--- src/rtl/trim_pkg.sv ---
package trim_pkg;
  typedef enum logic [1:0] {
    OP_NONE  = 2'b00,
    OP_UP    = 2'b01,
    OP_DOWN  = 2'b10,
    OP_STORE = 2'b11
  } trim_op_e;

  typedef enum logic [2:0] {
    S_IDLE,
    S_DIR,
    S_SEL,
    S_DN,
    S_UP,
    S_REL,
    S_HOLD
  } seq_state_e;
endpackage

--- src/rtl/trim_seq.sv ---
module trim_seq
  import trim_pkg::*;
#(
  parameter int SETUP_CYC = 3,
  parameter int PULSE_CYC = 2,
  parameter int CNT_W     = 7
) (
  input  logic             clk_i,
  input  logic             rst_ni,
  input  logic             cmd_valid_i,
  input  logic [1:0]       cmd_op_i,
  input  logic [CNT_W-1:0] cmd_count_i,
  output logic             busy_o,
  output logic             cs_no,
  output logic             inc_no,
  output logic             dir_o
);
  localparam int MAX_CYC = (SETUP_CYC > PULSE_CYC) ? SETUP_CYC : PULSE_CYC;
  localparam int TMR_W   = (MAX_CYC > 1) ? $clog2(MAX_CYC) : 1;
  localparam logic [TMR_W-1:0] SETUP_LD = TMR_W'(SETUP_CYC - 1);
  localparam logic [TMR_W-1:0] PULSE_LD = TMR_W'(PULSE_CYC - 1);

  seq_state_e       state_q;
  logic [TMR_W-1:0] tmr_q;
  logic [CNT_W-1:0] remain_q;
  logic             store_q;
  logic             accept;
  trim_op_e         op;

  assign op     = trim_op_e'(cmd_op_i);
  assign accept = cmd_valid_i && (state_q == S_IDLE) &&
                  ((op == OP_STORE) ||
                   (((op == OP_UP) || (op == OP_DOWN)) && (cmd_count_i != '0)));
  assign busy_o = (state_q != S_IDLE);

  always_ff @(posedge clk_i or negedge rst_ni) begin
    if (!rst_ni) begin
      state_q  <= S_IDLE;
      tmr_q    <= '0;
      remain_q <= '0;
      store_q  <= 1'b0;
      cs_no    <= 1'b1;
      inc_no   <= 1'b1;
      dir_o    <= 1'b0;
    end else if (state_q == S_IDLE) begin
      if (accept) begin
        state_q  <= S_DIR;
        tmr_q    <= SETUP_LD;
        remain_q <= cmd_count_i;
        store_q  <= (op == OP_STORE);
        dir_o    <= (op == OP_UP);
      end
    end else if (tmr_q != '0) begin
      tmr_q <= tmr_q - 1'b1;
    end else begin
      unique case (state_q)
        S_DIR: begin
          cs_no   <= 1'b0;
          state_q <= S_SEL;
          tmr_q   <= SETUP_LD;
        end
        S_SEL: begin
          tmr_q <= PULSE_LD;
          if (store_q) begin
            cs_no   <= 1'b1;        // release with inc high: commit
            state_q <= S_HOLD;
          end else begin
            inc_no  <= 1'b0;
            state_q <= S_DN;
          end
        end
        S_DN: begin
          tmr_q    <= PULSE_LD;
          remain_q <= remain_q - 1'b1;
          if (remain_q == CNT_W'(1)) begin
            cs_no   <= 1'b1;        // release with inc low: no commit
            state_q <= S_REL;
          end else begin
            inc_no  <= 1'b1;
            state_q <= S_UP;
          end
        end
        S_UP: begin
          inc_no  <= 1'b0;
          tmr_q   <= PULSE_LD;
          state_q <= S_DN;
        end
        S_REL: begin
          inc_no  <= 1'b1;
          tmr_q   <= PULSE_LD;
          state_q <= S_HOLD;
        end
        S_HOLD: begin
          dir_o   <= 1'b0;
          state_q <= S_IDLE;
        end
        default: state_q <= S_IDLE;
      endcase
    end
  end
endmodule

--- src/rtl/trim_interlock.sv ---
module trim_interlock (
  input  logic jumper_i,
  input  logic cs_ni,
  output logic cs_no
);
  // open jumper leaves the device select line pulled inactive
  assign cs_no = cs_ni | ~jumper_i;
endmodule

--- src/rtl/trim_wiper_model.sv ---
module trim_wiper_model #(
  parameter int STEPS    = 100,
  parameter int INIT_POS = 50,
  parameter int POS_W    = 7
) (
  input  logic             clk_i,
  input  logic             rst_ni,
  input  logic             cs_ni,
  input  logic             inc_ni,
  input  logic             dir_i,
  input  logic             power_cycle_i,
  output logic [POS_W-1:0] wiper_o
);
  localparam logic [POS_W-1:0] TOP_POS  = POS_W'(STEPS - 1);
  localparam logic [POS_W-1:0] INIT_VAL = POS_W'(INIT_POS);

  logic             cs_prev_q;
  logic             inc_prev_q;
  logic [POS_W-1:0] stored_q;
  logic             step_ev;
  logic             store_ev;

  assign step_ev  = inc_prev_q && !inc_ni && !cs_ni;
  assign store_ev = !cs_prev_q && cs_ni && inc_ni;

  always_ff @(posedge clk_i or negedge rst_ni) begin
    if (!rst_ni) begin
      cs_prev_q  <= 1'b1;
      inc_prev_q <= 1'b1;
      stored_q   <= INIT_VAL;
      wiper_o    <= INIT_VAL;
    end else begin
      cs_prev_q  <= cs_ni;
      inc_prev_q <= inc_ni;
      if (store_ev) stored_q <= wiper_o;
      if (power_cycle_i) begin
        wiper_o <= stored_q;
      end else if (step_ev) begin
        if (dir_i && (wiper_o != TOP_POS))  wiper_o <= wiper_o + 1'b1;
        if (!dir_i && (wiper_o != '0))      wiper_o <= wiper_o - 1'b1;
      end
    end
  end
endmodule

--- src/rtl/trim_pot_ctrl.sv ---
module trim_pot_ctrl #(
  parameter int STEPS     = 100,
  parameter int INIT_POS  = 50,
  parameter int SETUP_CYC = 3,
  parameter int PULSE_CYC = 2
) (
  input  logic                     clk_i,
  input  logic                     rst_ni,
  input  logic                     cmd_valid_i,
  input  logic [1:0]               cmd_op_i,
  input  logic [$clog2(STEPS)-1:0] cmd_count_i,
  input  logic                     jumper_i,
  input  logic                     power_cycle_i,
  output logic                     busy_o,
  output logic                     pot_cs_no,
  output logic                     pot_inc_no,
  output logic                     pot_dir_o,
  output logic [$clog2(STEPS)-1:0] wiper_o
);
  localparam int POS_W = $clog2(STEPS);

  logic seq_cs_n;

  trim_seq #(
    .SETUP_CYC(SETUP_CYC),
    .PULSE_CYC(PULSE_CYC),
    .CNT_W    (POS_W)
  ) i_seq (
    .clk_i      (clk_i),
    .rst_ni     (rst_ni),
    .cmd_valid_i(cmd_valid_i),
    .cmd_op_i   (cmd_op_i),
    .cmd_count_i(cmd_count_i),
    .busy_o     (busy_o),
    .cs_no      (seq_cs_n),
    .inc_no     (pot_inc_no),
    .dir_o      (pot_dir_o)
  );

  trim_interlock i_lock (
    .jumper_i(jumper_i),
    .cs_ni   (seq_cs_n),
    .cs_no   (pot_cs_no)
  );

  trim_wiper_model #(
    .STEPS   (STEPS),
    .INIT_POS(INIT_POS),
    .POS_W   (POS_W)
  ) i_model (
    .clk_i        (clk_i),
    .rst_ni       (rst_ni),
    .cs_ni        (pot_cs_no),
    .inc_ni       (pot_inc_no),
    .dir_i        (pot_dir_o),
    .power_cycle_i(power_cycle_i),
    .wiper_o      (wiper_o)
  );
endmodule

--- config.mk ---
export PLATFORM = sky130hd
export DESIGN_NAME = trim_pot_ctrl
export DESIGN_NICKNAME = d
export VERILOG_FILES = /design/src/rtl/trim_pkg.sv /design/src/rtl/trim_seq.sv /design/src/rtl/trim_interlock.sv /design/src/rtl/trim_wiper_model.sv /design/src/rtl/trim_pot_ctrl.sv
export SDC_FILE = /design/constraint.sdc
export NUM_CORES = 1
export LEC_CHECK = 0
export ABC_AREA = 1
export BUFFER_PORTS_ARGS = -buffer_cell sky130_fd_sc_hd__buf_2
export CAP_MARGIN = 40
export CORE_UTILIZATION = 58
export DETAILED_ROUTE_END_ITERATION = 8
export GPL_TIMING_DRIVEN = 0
export PLACE_DENSITY = 0.79
export SETUP_SLACK_MARGIN = 0.1
export SLEW_MARGIN = 5
export SYNTH_ARGS = -nofsm -noshare
export SYNTH_HDL_FRONTEND = slang
export SYNTH_SLANG_ARGS = --single-unit
--- constraint.sdc ---
create_clock -name clk_i -period 2.55 [get_ports clk_i]
set_input_delay 0 -clock clk_i [delete_from_list [all_inputs] [get_ports clk_i]]
set_output_delay 0 -clock clk_i [all_outputs]
set_load 0.1 [all_outputs]
# Word-level counts from Yosys, hierarchy flattened

Index checks and enable logic that the tools add are counted.

Add/sub/neg operators: 4
Multipliers: 0
Divide/modulo/power cells: 0
$lt $le $gt $ge: 0
Eq/ne operators: 17
Shifts and indexed selects: 0
Mux-type cells: 28
Bitwise gates (word level): 4
Reduce and logical (&&, ||, !) cells: 36

Operators with widths:

| cell                                                                     | count |
|---|---|
| 7-bit two-way mux                                                        | 8 |
| 3-bit case mux with 5 select lines                                       | 1 |
| 7-bit nonzero test                                                       | 2 |
| 7-bit by 1-bit subtractor with 7-bit output (second input constant)      | 2 |
| 3-bit two-way mux                                                        | 4 |
| 5-bit AND reduction                                                      | 2 |
| 3-bit == test (second input constant)                                    | 3 |
| 1-bit logical AND                                                        | 9 |
| 1-bit two-way mux                                                        | 9 |
| 3-bit nonzero test                                                       | 3 |
| 2-bit by 1-bit inequality test with 1-bit output (second input constant) | 4 |
| 2-bit AND reduction                                                      | 4 |
| 2-bit nonzero test                                                       | 4 |
| 4-bit nonzero test                                                       | 2 |
| 7-bit by 1-bit adder with 7-bit output (second input constant)           | 1 |
| 7-bit by 1-bit == test with 1-bit output (second input constant)         | 1 |
| 7-bit inequality test (second input constant)                            | 1 |
| 3-bit by 2-bit == test with 1-bit output (second input constant)         | 2 |
| 2-bit two-way mux                                                        | 3 |
| 3-bit AND reduction                                                      | 2 |
| 2-bit == test (second input constant)                                    | 2 |
| 1-bit zero test                                                          | 4 |
| 2-bit inequality test (second input constant)                            | 2 |
| 1-bit case mux with 4 select lines                                       | 1 |
| 10 further kinds                                                         | 13 |

Register bits: 32
Bits in latches: 0
Memory bits (writable): 0
Bits in read-only memories: 0
Bits of input ports: 14
Output and inout port bits: 11
Word-level logic and storage cells: 100
Memories kept: 0

# Logic depth before layout (Yosys ltp)

Gate-level depths: netlist of the first run.

Word-level depth: 7
Mapped depth: 14
Depth with buffers taken out: 14

# By module

From an unflattened synthesis of the first run, not the netlist that was laid out.

Cells, all modules: 302
Area total of the unflattened synthesis: 2224.6 sq um

By module, submodules not included:

| module           | instances | cells an instance | area each (sq um) | seq. area each (sq um) |
|---|---|---|---|---|
| trim_seq         | 1         | 165               | 1184.9            | 402.9 |
| trim_wiper_model | 1         | 135               | 1032.2            | 410.4 |
| trim_interlock   | 1         | 2                 | 7.5               | 0.0 |

# Worst setup path after synthesis of the first run

Ideal clock, no wire load.

Path kind: register to register
Start: register i_model.wiper_o[6]
End: register i_model.wiper_o[6]
Setup time: 0.124 ns
Data arrival time: 2.338 ns
Data required time: 2.426 ns
Slack: 0.088 ns
Stages on the path, launching flop included: 14
Buffers on the path: 0
Clock period less this slack: 2.462 ns
Path through: dfrtp_1 > inv_1 > nand2_1 > o21ai_4 > inv_1 > ha_1 > a21oi_1 > o21ai_0 > nand2_1 > nand2_1 > inv_1 > nand2_1 > nand3_1 > nand2_1

Longest elaborated chain between the ends: 5
Elaborated cells on any way between the ends: 12
Those cells by class: add/sub: 2; eq/ne: 1; mux: 4; reduce/logical: 5

RTL lines:

| item                                                                         | RTL line                                       | text |
|---|---|---|
| start: declaration                                                           | trim_wiper_model.sv:12                         | `output logic [POS_W-1:0] wiper_o` |
| start signal: assignment                                                     | trim_wiper_model.sv:37                         | `wiper_o <= stored_q;` |
| start signal: assignment                                                     | trim_wiper_model.sv:39                         | `if (dir_i && (wiper_o != TOP_POS)) wiper_o <= wiper_o + 1'b1;` |
| start signal: assignment                                                     | trim_wiper_model.sv:40                         | `if (!dir_i && (wiper_o != '0)) wiper_o <= wiper_o - 1'b1;` |
| 7-bit by 1-bit adder with 7-bit output or 7-bit nonzero test (tied branches) | trim_wiper_model.sv:39, trim_wiper_model.sv:40 |  |
| 7-bit two-way mux or 1-bit logical AND (tied branches)                       | trim_wiper_model.sv:39, trim_wiper_model.sv:40 |  |
| 7-bit two-way mux                                                            | trim_wiper_model.sv:40                         |  |
| 7-bit two-way mux                                                            | trim_wiper_model.sv:38                         | `end else if (step_ev) begin` |
| 7-bit two-way mux                                                            | trim_wiper_model.sv:36                         | `if (power_cycle_i) begin` |

Parallel ways exist; a longest one is shown, timed or not. The select of a mux whose other input is x is not followed.
A chain may end at the register's enable or synchronous reset.

# Worst setup path in the final report of the first run

Same ends and word-level chain as after synthesis.

==> results.toml, run 1 <==
[yosys]
synth_cells = 295
synth_top_flop_cell = "dfrtp_1"
yosysUniqueCellTypes = 31
avgSynthCellArea_um2 = 7.10
async_flop_share = 1.00
synth.cell_area_um2 = 2090
yosysSeqAreaShare = 0.388
synth_seq_cells = 32
synth_edf_count = 0
synth_warnings = 0
synthesis.nets = 319

[global_routing]
grt_pass1_wl_um = 7250
grt_pass1_vias = 1813
antenna_found_initial = 0
overflow = 0
met1_usage = 0.279
track_usage = 0.261
use_met3 = 0.0393
grt-busiest-layer = "met2"
grt_max_degree = 33
grt_use_met2 = 0.486

[job]
drv_cap = 0

[cts]
cts_root_buffer = "clkbuf_4"
cts_htree_levels = 2
clk_path_buf_depth = 2
cts.sinks = 32
cts_tree = "done"
cts_buffers = 5
post_cts_buffers = 0
insertion_delay_ns = 0.35
clk_pin_slew_ns = 0.11
cts_hold_buf = 5
postCtsResizedCells = 0

[timing]
hold_viol = 0
max_freq_mhz = 448
setup_violations = 0
slew_violations = 0
fin_crit_ns = 2.23
fin_crit_sh = 0.875
slew_headroom = 0.543
grt_setup_unrepaired = "false"
finClkSkew_ns = 0.00749
final.setup.worst_slack_ns = 0.319
tightest_slew_ns = 0.686
tns_ns = 0
timing.hold.ws_ns = 0.0214

[setup_path]
r2r_cells = 12
path_max_fanout = 5
max_stage_delay_ns = 0.44
cp.required_ns = 2.80
crit_path_start = "i_model.wiper_o[6]"
r2r_setup_slack_ns = 0.32
endpoint = "i_model.wiper_o[6]"
critPathCaptureType = "register"
path_common_cell = "nand2_1"
r2r-start = "i_model.wiper_o[6]"
cp.arrival_ns = 2.48
worst_setup_path_start_kind = "register"
crit_type = "register to register"
cpMaxStageDelayCell = "dfrtp_2"
crit_chain = "inv_1 > nand2_1 > o21ai_4 > inv_1 > ha_1 > nand2_1 > o21ai_0 > nand2_1 > nand2_1 > nand3_1 > nand3_1 > nand2_1"
reg2reg_to = "i_model.wiper_o[6]"

[worst_hold_path]
hold_start = "cmd_count_i[2]"
hold_path_class = "input pin to register"

[floorplan]
die_y_um = 62.1
pin_count = 25
dieArea_um2 = 3860
fp.dieW_um = 62.1
rows = 21
start_util = 0.618
coreArea_um2 = 3390

[cells_and_area]
n_antenna_cell = 0
mostFrequentLayoutCell = "nand2_1"
drive_gt1_frac = 0.169
most-common-layout-cells = "103 x nand2_1, 39 x inv_1, 31 x nand3_1"
areaGrowthSynthToFinish_pct = 14.6
final_nets = 355

[placed_design]
place.gp.congestion = 0.911
io_buffers = 24
pre_cts_ws_ns = 0.316
dp_hpwl_um = 3410

[detailed_routing]
drc_errors = 0
drt-initial-drc-count = 107
drt-vias-per-instance = 5.25
wl_per_cell_um = 11.9
vias = 1986
ant_nets = 0
drtPass1Iterations = 4
finalWirelength_um = 4480

[outcome]
status = "finished, final reports clean"
-- registers in the layout, summed over array words and instances, names as in the netlist --
| register | flops |
|---|---|
| i_model.stored_q | 7 |
| i_model.wiper_o | 7 |
| i_seq.remain_q | 7 |
| i_seq.state_q | 3 |
| i_seq.tmr_q | 2 |
| i_model.cs_prev_q | 1 |
| i_model.inc_prev_q | 1 |
| i_seq.cs_no | 1 |
| i_seq.dir_o | 1 |
| i_seq.inc_no | 1 |
| i_seq.store_q | 1 |
-- critical path: cells and delay by family (launching register included) --
kind | cells | cell delay, ns
fa+ha+maj | 1 | 0.38
simple gates | 7 | 0.55
buf+inv | 2 | 0.26
compound gates | 2 | 0.50
flops | 1 | 0.44
-- worst min-delay path by stage --
stage	to	slack [ns]	cells past startpoint
finish	i_seq.remain_q[2]	0.02	5
CTS	i_seq.remain_q[2]	0.004	5
global route	i_seq.remain_q[2]	0.04	5
global placement	i_model.wiper_o[3]	0.08	1
detailed placement	i_model.wiper_o[3]	0.08	1
floorplan	i_model.stored_q[0]	-0.30	0
-- per-stage QoR --
step                      instance area [µm²]  utilization  cells
after global placement                   2270        0.671    365
final                                    2400        0.708    378
after detailed placement                 2270        0.671    365
after floorplan                          2100            -    295
after CTS                                2400        0.708    378
after global routing                     2400        0.708    378
-- cell type report --
class                   instances  area (µm²)
plain buffers                   4        23.8
clock inverters                 2        35.0
clock buffers                   6        41.3
well taps                      46        57.6
inverters                      41         154
fillers                       307         990
flip-flops and latches         32         815
repair buffers                 29         170
multi-input cells             218        1100
-- per-layer routing --
| metal | up-vias | wire length, µm |
|---|---|---|
| met2 | 51 | 2260 |
| met5 | - | 0 |
| met1 | 908 | 1930 |
| met3 | 12 | 183 |
| li1 | 1015 | - |
| met4 | 0 | 111 |
-- kinds of logic after synthesis --
| kind of cell | share of synthesized area |
|---|---|
| and+or+nand+nor | 0.353 |
| buffers and inverters | 0.0848 |
| adders and majority gates | 0.0633 |
| muxes | 0.00538 |
| DFF | 0.388 |
| xor gates and xnor gates | 0.0125 |
| AOI/OAI and AO/OA | 0.0926 |
-- synth_stat cells (2+ instances only) --
cell | n | area share
clkbuf_1 | 2 | 0.0036
nand4_1 | 4 | 0.012
nand3_1 | 31 | 0.074
o21ai_0 | 24 | 0.057
a21oi_1 | 5 | 0.012
ha_1 | 9 | 0.054
xor2_1 | 2 | 0.0084
nor2_1 | 20 | 0.036
nand2_1 | 103 | 0.18
inv_2 | 2 | 0.0036
nand3b_1 | 2 | 0.0072
dfrtp_1 | 22 | 0.26
dfstp_2 | 10 | 0.13
nor3_1 | 2 | 0.0048
inv_1 | 39 | 0.070
o21ai_1 | 3 | 0.0072
Power of run 1 is left out: the tool's default activity adds up to more than one toggle a clock period on the data nets, which glitch-free logic cannot reach.
==> run 2, diff against run 1 <==
Settings changed: CORE_MARGIN set to 5, PLACE_DENSITY 0.79 to 0.81, TNS_END_PERCENT set to 100.
==> run 2 against run 1 <==
Critical path depth grew 1. Worst hold slack lost 0.011 ns. Clock skew is essentially flat. Register-to-register slack gained 0.06 ns. Cell area is essentially flat. Setup slack gained 0.060 ns. Sequential cell count is the same. Count of clock-buffer cells in the layout grew 1. Routed wire length grew 2.0%. Global-route usage shrank 6.4 points. Die area grew 27%. Utilization shrank 0.58 points. Highest routed layer unchanged.
==> results.toml, run 2 (same netlist as run 1, synthesis figures left out) <==
[outcome]
status = "finished, final reports clean"

[setup_path]
crit_type = "register to register"
worst_setup_path_start_kind = "register"
critPathCaptureType = "register"
cp.arrival_ns = 2.45
cp.required_ns = 2.83
r2r_setup_slack_ns = 0.38
path_max_fanout = 7

[cts]
cts_tree = "done"
clk_path_buf_depth = 2
cts_root_buffer = "clkbuf_4"
clk_pin_slew_ns = 0.10
cts_htree_levels = 2
cts.sinks = 32
insertion_delay_ns = 0.34
cts_buffers = 5
post_cts_buffers = 0

[timing]
max_freq_mhz = 461
setup_violations = 0
finClkSkew_ns = 0.00792
slew_violations = 0
tns_ns = 0
fin_crit_sh = 0.851
slew_headroom = 0.541
fin_crit_ns = 2.17
tightest_slew_ns = 0.689
hold_viol = 0
grt_setup_unrepaired = "false"

[placed_design]
place.gp.congestion = 0.915
place_area_um2 = 2270
dp_cells = 365
dp_hpwl_um = 3410
io_buffers = 24

[cells_and_area]
n_antenna_cell = 0
areaGrowthSynthToFinish_pct = 14.5
mostFrequentLayoutCell = "nand2_1"
reg.largest.list = "i_model.stored_q x7, i_model.wiper_o x7, i_seq.remain_q x7"
drive_gt1_frac = 0.173
most-common-layout-cells = "103 x nand2_1, 39 x inv_1, 31 x nand3_1"
fin_cells = 376
finalInstanceArea_um2 = 2400
final_nets = 353
final_util = 0.702

[detailed_routing]
finalWirelength_um = 4570
drc_errors = 0
vias = 1988
ant_nets = 0
drt-vias-per-instance = 5.29
wl_per_cell_um = 12.2
drt-initial-drc-count = 125
drtPass1Iterations = 4

[global_routing]
track_usage = 0.197
grt_max_degree = 33
antenna_found_initial = 0
overflow = 0
grt_pass1_wl_um = 7940
grt_pass1_vias = 1893

[floorplan]
coreArea_um2 = 3420
fp.dieW_um = 70.1
die_y_um = 70.1
rows = 21
dieArea_um2 = 4910
pin_count = 25
start_util = 0.613

[worst_hold_path]
hold_path_class = "input pin to register"

[job]
drv_cap = 0
[run 2: cell types whose count changed in the layout (fill, tap and decap cells not counted), sizes merged]
cell         change
dlygate4sd3      -2
clkbuf           +1
clkinv           -1
[run 2: worst paths after layout]
kind | start | to | cells after the start
worst max register to register | i_model.wiper_o[0] | i_model.wiper_o[6] | 13
worst max-delay path | i_model.wiper_o[0] | i_model.wiper_o[6] | 13
max in group asynchronous | rst_ni | i_model.wiper_o[6] | 2
worst min register to register | i_seq.inc_no | i_model.inc_prev_q | 0
worst min-delay path | cmd_count_i[5] | i_seq.remain_q[5] | 5
min in group asynchronous | rst_ni | i_seq.tmr_q[1] | 2
[run 2: per-layer routing]
| metal | vias up | global-route usage | part of all wire |
|---|---|---|---|
| met5 | - | 0 | 0 |
| met4 | 0 | 0.0553 | 0.014 |
| met3 | 7 | 0.0473 | 0.049 |
| met2 | 51 | 0.357 | 0.51 |
| met1 | 918 | 0.231 | 0.43 |
| li1 | 1012 | - | - |
[run 2: critical path, stage by stage, from the launching register on]
cell	delay, ns
dfrtp_1	0.47
nor2_1	0.12
nand2_1	0.10
o21ai_4	0.21
inv_1	0.15
ha_1	0.37
nand2_1	0.07
o21ai_1	0.19
nand2_1	0.07
nand2_1	0.10
inv_1	0.06
nand2_1	0.06
nand3_1	0.07
nand2_1	0.08
[run 2: metrics by stage]
stage / hold slack, ns / setup WS [ns]
3_3_place_gp: 0.0843 / 0.332
4_1_cts: 0.00116 / 0.276
2_1_floorplan: -0.296 / 0.107
6_report: 0.0106 / 0.379
3_5_place_dp: 0.0941 / 0.292
5_1_grt: 0.0245 / 0.108
[run 2: final cells by class]
class | instances | area (µm²)
Sequential cell | 32 | 815
Tap cell | 46 | 57.6
Clock buffer | 7 | 65.1
Timing Repair Buffer | 27 | 150
Clock inverter | 1 | 30.0
Buffer | 4 | 23.8
Inverter | 41 | 154
Fill cell | 298 | 1020
Multi-Input combinational cell | 218 | 1100
[run 2: repair_timing]
action,CTS,global route
hold endpoints to repair,24,0
hold buffers,3,0
gates resized for setup,0,1
setup endpoints to repair,0,1
Power of run 2 is left out for the same reason.
